## src/rtl/hppi_pkg.sv

```systemverilog
package hppi_pkg;
  localparam int ID_W   = 16;
  localparam int PRIO_W = 8;

  typedef struct packed {
    logic              vld;
    logic [ID_W-1:0]   id;
    logic [PRIO_W-1:0] prio;
  } cand_t;

  // true when a must replace b
  function automatic logic beats(input cand_t a, input cand_t b);
    if (!a.vld)                 return 1'b0;
    else if (!b.vld)            return 1'b1;
    else if (a.prio != b.prio)  return a.prio < b.prio;
    else                        return a.id < b.id;
  endfunction
endpackage

```

## src/rtl/hppi_lpi_store.sv

```systemverilog
module hppi_lpi_store
  import hppi_pkg::*;
#(
  parameter int NUM_LPI  = 64,
  parameter int LPI_BASE = 8192,
  parameter int AW       = $clog2(NUM_LPI)
) (
  input  logic                          clk,
  input  logic                          rst,
  input  logic                          cmd_vld_i,
  input  logic                          cmd_set_i,
  input  logic [ID_W-1:0]               cmd_id_i,
  input  logic [4:0]                    idbits_i,
  input  logic                          cfg_we_i,
  input  logic [AW-1:0]                 cfg_waddr_i,
  input  logic [7:0]                    cfg_wdata_i,
  input  logic [AW-1:0]                 rd_addr_i,
  output logic [7:0]                    cfg_q_o,
  output logic                          pend_q_o,
  output logic [NUM_LPI/8-1:0][7:0]     pend_o
);
  localparam int NBYTE = NUM_LPI / 8;
  localparam logic [ID_W-1:0] BASE_V = ID_W'(LPI_BASE);
  localparam logic [ID_W-1:0] END_V  = ID_W'(LPI_BASE + NUM_LPI);

  logic [NBYTE-1:0][7:0] pend_q;
  logic [7:0]            cfg_mem [NUM_LPI];

  logic [32:0]     lim;
  logic [ID_W-1:0] off;
  logic            in_win, above, cmd_ok;

  always_comb begin
    lim    = 33'd1 << ({1'b0, idbits_i} + 6'd1);
    off    = cmd_id_i - BASE_V;
    in_win = (cmd_id_i >= BASE_V) && (cmd_id_i < END_V);
    above  = {{(33-ID_W){1'b0}}, cmd_id_i} > lim;
    cmd_ok = cmd_vld_i && in_win && !above;
  end

  // pending bitmap: byte off/8, bit id%8 (base is a multiple of 8)
  always_ff @(posedge clk) begin
    if (rst) begin
      pend_q   <= '0;
      pend_q_o <= 1'b0;
    end else begin
      if (cmd_ok) pend_q[off[AW-1:3]][cmd_id_i[2:0]] <= cmd_set_i;
      pend_q_o <= pend_q[rd_addr_i[AW-1:3]][rd_addr_i[2:0]];
    end
  end

  // configuration RAM, one write port and one registered read port
  always_ff @(posedge clk) begin
    if (cfg_we_i) cfg_mem[cfg_waddr_i] <= cfg_wdata_i;
    cfg_q_o <= cfg_mem[rd_addr_i];
  end

  assign pend_o = pend_q;
endmodule

```

## src/rtl/hppi_scan_ctrl.sv

```systemverilog
module hppi_scan_ctrl #(
  parameter int TOTAL = 96,
  parameter int IW    = $clog2(TOTAL)
) (
  input  logic          clk,
  input  logic          rst,
  input  logic          start_i,
  output logic          clr_o,
  output logic [IW-1:0] idx_o,
  output logic          s2_vld_o,
  output logic [IW-1:0] s2_idx_o,
  output logic          last_o,
  output logic          busy_o
);
  logic run;

  assign clr_o  = start_i && !run && !s2_vld_o;
  assign busy_o = run || s2_vld_o;
  assign last_o = s2_vld_o && (s2_idx_o == IW'(TOTAL - 1));

  always_ff @(posedge clk) begin
    if (rst) begin
      run      <= 1'b0;
      idx_o    <= '0;
      s2_vld_o <= 1'b0;
      s2_idx_o <= '0;
    end else begin
      s2_vld_o <= run;
      s2_idx_o <= idx_o;
      if (clr_o) begin
        run   <= 1'b1;
        idx_o <= '0;
      end else if (run) begin
        if (idx_o == IW'(TOTAL - 1)) run <= 1'b0;
        else                          idx_o <= idx_o + 1'b1;
      end
    end
  end
endmodule

```

## src/rtl/hppi_best.sv

```systemverilog
module hppi_best
  import hppi_pkg::*;
(
  input  logic  clk,
  input  logic  rst,
  input  logic  clr_i,
  input  logic  eval_i,
  input  cand_t cand_i,
  output cand_t best_next_o
);
  cand_t best_q;

  always_comb begin
    best_next_o = best_q;
    if (eval_i && beats(cand_i, best_q)) best_next_o = cand_i;
  end

  always_ff @(posedge clk) begin
    if (rst || clr_i) best_q <= '0;
    else              best_q <= best_next_o;
  end
endmodule

```

## src/rtl/hppi_select.sv

```systemverilog
module hppi_select
  import hppi_pkg::*;
#(
  parameter int NPRIV    = 32,
  parameter int NUM_LPI  = 64,
  parameter int LPI_BASE = 8192,
  parameter int AW       = $clog2(NUM_LPI)
) (
  input  logic                    clk,
  input  logic                    rst,
  input  logic                    start_i,
  input  logic [NPRIV-1:0]        irq_en_i,
  input  logic [NPRIV-1:0]        irq_pend_i,
  input  logic [NPRIV-1:0]        irq_act_i,
  input  logic [NPRIV-1:0]        irq_grp_i,
  input  logic [NPRIV*PRIO_W-1:0] irq_prio_i,
  input  logic [1:0]              grp_en_i,
  input  logic                    lpi_cmd_vld_i,
  input  logic                    lpi_cmd_set_i,
  input  logic [ID_W-1:0]         lpi_cmd_id_i,
  input  logic [4:0]              lpi_idbits_i,
  input  logic                    cfg_we_i,
  input  logic [AW-1:0]           cfg_idx_i,
  input  logic [7:0]              cfg_data_i,
  output logic                    done_o,
  output logic                    valid_o,
  output logic [ID_W-1:0]         id_o,
  output logic [PRIO_W-1:0]       prio_o
);
  localparam int TOTAL = NPRIV + NUM_LPI;
  localparam int IW    = $clog2(TOTAL);
  localparam int PW    = $clog2(NPRIV);

  logic          clr, s2_vld, last, busy;
  logic [IW-1:0] idx, s2_idx, lpi_rd, lpi_s2;
  logic [7:0]    cfg_q;
  logic          pend_bit;
  logic [NUM_LPI/8-1:0][7:0] pend_vec;
  cand_t         cand, best_next;

  hppi_scan_ctrl #(.TOTAL(TOTAL), .IW(IW)) u_ctrl (
    .clk(clk), .rst(rst), .start_i(start_i), .clr_o(clr), .idx_o(idx),
    .s2_vld_o(s2_vld), .s2_idx_o(s2_idx), .last_o(last), .busy_o(busy)
  );

  assign lpi_rd = idx - IW'(NPRIV);
  assign lpi_s2 = s2_idx - IW'(NPRIV);

  hppi_lpi_store #(.NUM_LPI(NUM_LPI), .LPI_BASE(LPI_BASE), .AW(AW)) u_store (
    .clk(clk), .rst(rst),
    .cmd_vld_i(lpi_cmd_vld_i), .cmd_set_i(lpi_cmd_set_i), .cmd_id_i(lpi_cmd_id_i),
    .idbits_i(lpi_idbits_i),
    .cfg_we_i(cfg_we_i), .cfg_waddr_i(cfg_idx_i), .cfg_wdata_i(cfg_data_i),
    .rd_addr_i(lpi_rd[AW-1:0]), .cfg_q_o(cfg_q), .pend_q_o(pend_bit), .pend_o(pend_vec)
  );

  // candidate for the entry in stage two
  always_comb begin
    logic [PW-1:0] p;
    p = s2_idx[PW-1:0];
    if (s2_idx < IW'(NPRIV)) begin
      cand.vld  = irq_pend_i[p] && irq_en_i[p] && !irq_act_i[p] && grp_en_i[irq_grp_i[p]];
      cand.id   = ID_W'(p);
      cand.prio = irq_prio_i[p*PRIO_W +: PRIO_W];
    end else begin
      cand.vld  = pend_bit && cfg_q[0] && grp_en_i[1];
      cand.id   = ID_W'(LPI_BASE) + ID_W'(lpi_s2);
      cand.prio = {cfg_q[7:2], 2'b00};
    end
  end

  hppi_best u_best (
    .clk(clk), .rst(rst), .clr_i(clr), .eval_i(s2_vld),
    .cand_i(cand), .best_next_o(best_next)
  );

  always_ff @(posedge clk) begin
    if (rst) begin
      done_o  <= 1'b0;
      valid_o <= 1'b0;
      id_o    <= '0;
      prio_o  <= '0;
    end else begin
      done_o <= last;
      if (last) begin
        valid_o <= best_next.vld;
        id_o    <= best_next.vld ? best_next.id   : '0;
        prio_o  <= best_next.vld ? best_next.prio : '0;
      end
    end
  end
endmodule

```

## config.mk

```make
export PLATFORM = sky130hd
export DESIGN_NAME = hppi_select
export DESIGN_NICKNAME = d
export VERILOG_FILES = /design/src/rtl/hppi_pkg.sv /design/src/rtl/hppi_lpi_store.sv /design/src/rtl/hppi_scan_ctrl.sv /design/src/rtl/hppi_best.sv /design/src/rtl/hppi_select.sv
export SDC_FILE = /design/constraint.sdc
export NUM_CORES = 1
export LEC_CHECK = 0
export ABC_CLOCK_PERIOD_IN_PS = 5150
export BUFFER_PORTS_ARGS = -buffer_cell sky130_fd_sc_hd__buf_2
export CAP_MARGIN = 20
export CORE_MARGIN = 5
export CORE_UTILIZATION = 25
export CTS_CLUSTER_DIAMETER = 200
export CTS_CLUSTER_SIZE = 8
export DETAILED_ROUTE_END_ITERATION = 6
export PLACE_DENSITY_LB_ADDON = 0.15
export SLEW_MARGIN = 25
export SYNTH_ARGS = -nofsm -noshare
export SYNTH_HDL_FRONTEND = slang
export SYNTH_HIERARCHICAL = 1
export SYNTH_SLANG_ARGS = --single-unit
```

## constraint.sdc

```tcl
create_clock -name clk -period 5.15 [get_ports clk]
set_clock_uncertainty 0.1 [all_clocks]
set_input_delay 1.03 -clock clk [delete_from_list [all_inputs] [get_ports clk]]
set_output_delay 1.03 -clock clk [all_outputs]
set_load 0.01 [all_outputs]
```

==> metrics.md <==
| Metric | Value |
|---|---|
| Global-route wire length before repair | 139,000 um |
| Startpoint types | flop |
| Setup Viol. Count Final | 0 |
| Clock transition at path regs | ~0.05 ns |
| Layout Nets | 2,898 |
| Drt pass-1 iters | 5 |
| Critical path depth | 17 |
| Max-slew headroom | 29.8% |
| Number of H-tree levels | 3 |
| Global route total overflow | 0 |
| Ys Warns | 6 |
| Critical Path Sink | prio_o[0]$_SDFFE_PP0P_ |
| Syn Std Cell Area | 0.0286 mm2 |
| Crit end category | flop |
| Hold slack final | 0.374 ns |
| Fraction of layout cells with a size suffix above 1 | between 30% and 40% |
| Iter 0 DRT Violations | 1,216 |
| Max_cap viols | 0 |
| I/O pin cnt | roughly 450 |
| Worst Max-Slew Pin Slew | 1.05 ns |
| WP data arrival | 5.14 ns |
| Worst-Skew Late Latency | a little over 0.6 ns |
| Most frequent cell on the critical path | buf_4 |
| Crit Path Class | reg2reg |
| P per Cell Area | 309 mW/mm2 |
| Routed WL | 96,100 um |
| Sink Count | about 590 |
| Root Buffer | clkbuf_16 |
| R2R setup slack | 0.36 ns |
| Reg2Reg Capture Point | prio_o[0]$_SDFFE_PP0P_ |
| Tmin final | 4.79 ns |
| Worst R2R Start | u_ctrl/s2_idx_o[0]$_SDFF_PP0_ |
| Starting Density | about 25% |
| Drc violations | 0 |
| RSZ-0062 raised after global routing | false |
| Final Instance Count excl. Fillers | 3,974 |
| CTS tree | yes |
| Cts bufs inserted | a little over 80 |
| Die area | 0.121 mm2 |
| Largest net degree at the start of global routing | 91 |
| HPWL after detailed placement | 67,800 um |
| R2R depth | 17 |
| Core Area | 0.114 mm2 |
| Vias | 19,256 |
| Setup crit start | u_ctrl/s2_idx_o[0]$_SDFF_PP0_ |
| IO Port Bufs | 451 |
| DR vias/cell | ~4.8 |
| Required @ worst endpoint | 5.50 ns |
| Mean Syn Cell Area | 14.8 um2 |
| Total GRT Usage | 15.2% |
| Util after Layout | 31.0% |
| CP max FO | 11 |
| Dpl cells | ~3,800 |
| Final hold violations | 0 |
| F_max | between 200 and 250 MHz |
| Run status | finished clean |
| Layout area overhead | 23.7% |
| Rows | approximately 120 |
| Routability cong. | between 0.9 and 1 |
| Delay of the slowest cell on the worst path | 0.57 ns |
| DRT antenna net count | 0 |
| Peak supply drop | 0.000233 V |
| Die Ht | 348 um |
| Bufs and invs on worst path | 4 |
| Slew Limit Fails | 0 |
| Crit-path leading delay family | multiplexers |
| Class of the worst hold path | reg2reg |
| Final Cycle Share | 93.0% |
| Worst path slowest cell | or4_1 |
| Leakage Power | 0.0121 uW |
| Pwr Total | 10,900 uW |
| Cell chain of the critical path | buf_12, buf_4, buf_4, mux4_2, mux4_2, mux2i_1, buf_4, o21ai_0, ha_1, nand4_1, or4_1, a221oi_2, nand3_2, nand2_1, mux2_1, a22oi_1, nor2_1 |
| Vias in the first global route | 19,956 |
| Clock buffer depth | 3 |
| Routed WL per cell | roughly 24 um |
| Initial antenna violation count | 19 |
| Mapped Cells | 1,928 |
| Die width | around 350 um |
-- tightest hold or removal path, cell delays in order (launching register included) --
cell and delay, ns:
dfxtp_1 0.30, nand2b_1 0.06, mux2i_1 0.06
-- cells in the final DEF, fill, tap and decap left out, types with 40 or more instances in the layout --
master and count:
buf_4 90, a31oi_1 72, mux2i_1 97, nand2b_1 69, nor2_1 175, dfxtp_1 132, nand2_1 69, nor3_1 71
ha_1 40, buf_2 451, nand3_1 43, mux4_2 243, edfxtp_1 448, clkbuf_16 83
-- state kept, by name, summed over array words and instances (netlist names), 7 cells and up --
register / cells
id_o: 16
u_ctrl/idx_o: 7
u_ctrl/s2_idx_o: 7
u_store/cfg_mem: 448
u_store/cfg_q_o: 7
prio_o: 8
u_best/best_q: 25
u_store/pend_o: 64
-- area by class of cell --
class | count | area [um2]
Fill cell | 11395 | 78600
Tap cell | 1512 | 1890
Sequential cell | 587 | 16300
Multi-Input combinational cell | 1173 | 11600
Antenna cell | 7 | 17.5
Inverter | 34 | 128
Clock buffer | 101 | 2140
Timing Repair Buffer | 552 | 3150
Clock inverter | 8 | 159
-- where the power goes --
| group | switching [uW] | internal [uW] |
|---|---|---|
| clock | 2010 | 2920 |
| combinational | 454 | 407 |
| sequential | 25.4 | 5130 |
-- through the flow --
stage                     setup TNS, ns  instance area, um2  setup WS (ns)
after floorplan                       0               28700          0.597
after global placement            -8.77               32900         -0.343
after detailed placement          -7.64               32900         -0.320
after CTS                             0               35300         0.0502
after global routing                  0               35400         0.0132
final                                 0               35400          0.361
-- how the worst min path moves through the flow --
stage                                               start                         endpoint  slack [ns]  cells past startpoint
after detailed placement  u_store/pend_o[58]$_SDFFE_PP0P_  u_store/pend_o[58]$_SDFFE_PP0P_        0.37                      2
after global routing      u_store/pend_o[39]$_SDFFE_PP0P_  u_store/pend_o[39]$_SDFFE_PP0P_        0.39                      2
after floorplan               u_best/best_q[0]$_SDFF_PP0_      u_best/best_q[0]$_SDFF_PP0_        0.35                      2
final                      u_store/pend_o[2]$_SDFFE_PP0P_   u_store/pend_o[2]$_SDFFE_PP0P_        0.37                      2
after CTS                 u_store/pend_o[59]$_SDFFE_PP0P_  u_store/pend_o[59]$_SDFFE_PP0P_        0.38                      2
after global placement    u_store/pend_o[11]$_SDFFE_PP0P_  u_store/pend_o[11]$_SDFFE_PP0P_        0.36                      2
-- layer usage --
metal  track usage [%]  wire length (um)
met1              18.9             39300
met2              27.1             49100
met3              2.55              4830
met4              4.60              2880
met5                 0                29
-- repair_timing --
action,4_1_cts,5_1_grt
cloned,0,0
gates resized for setup,0,3
hold buffers,0,0
setup buffers,6,4
pin swaps,0,1
setup endpoints to repair,24,25
(Power assumes the default switching activity.)
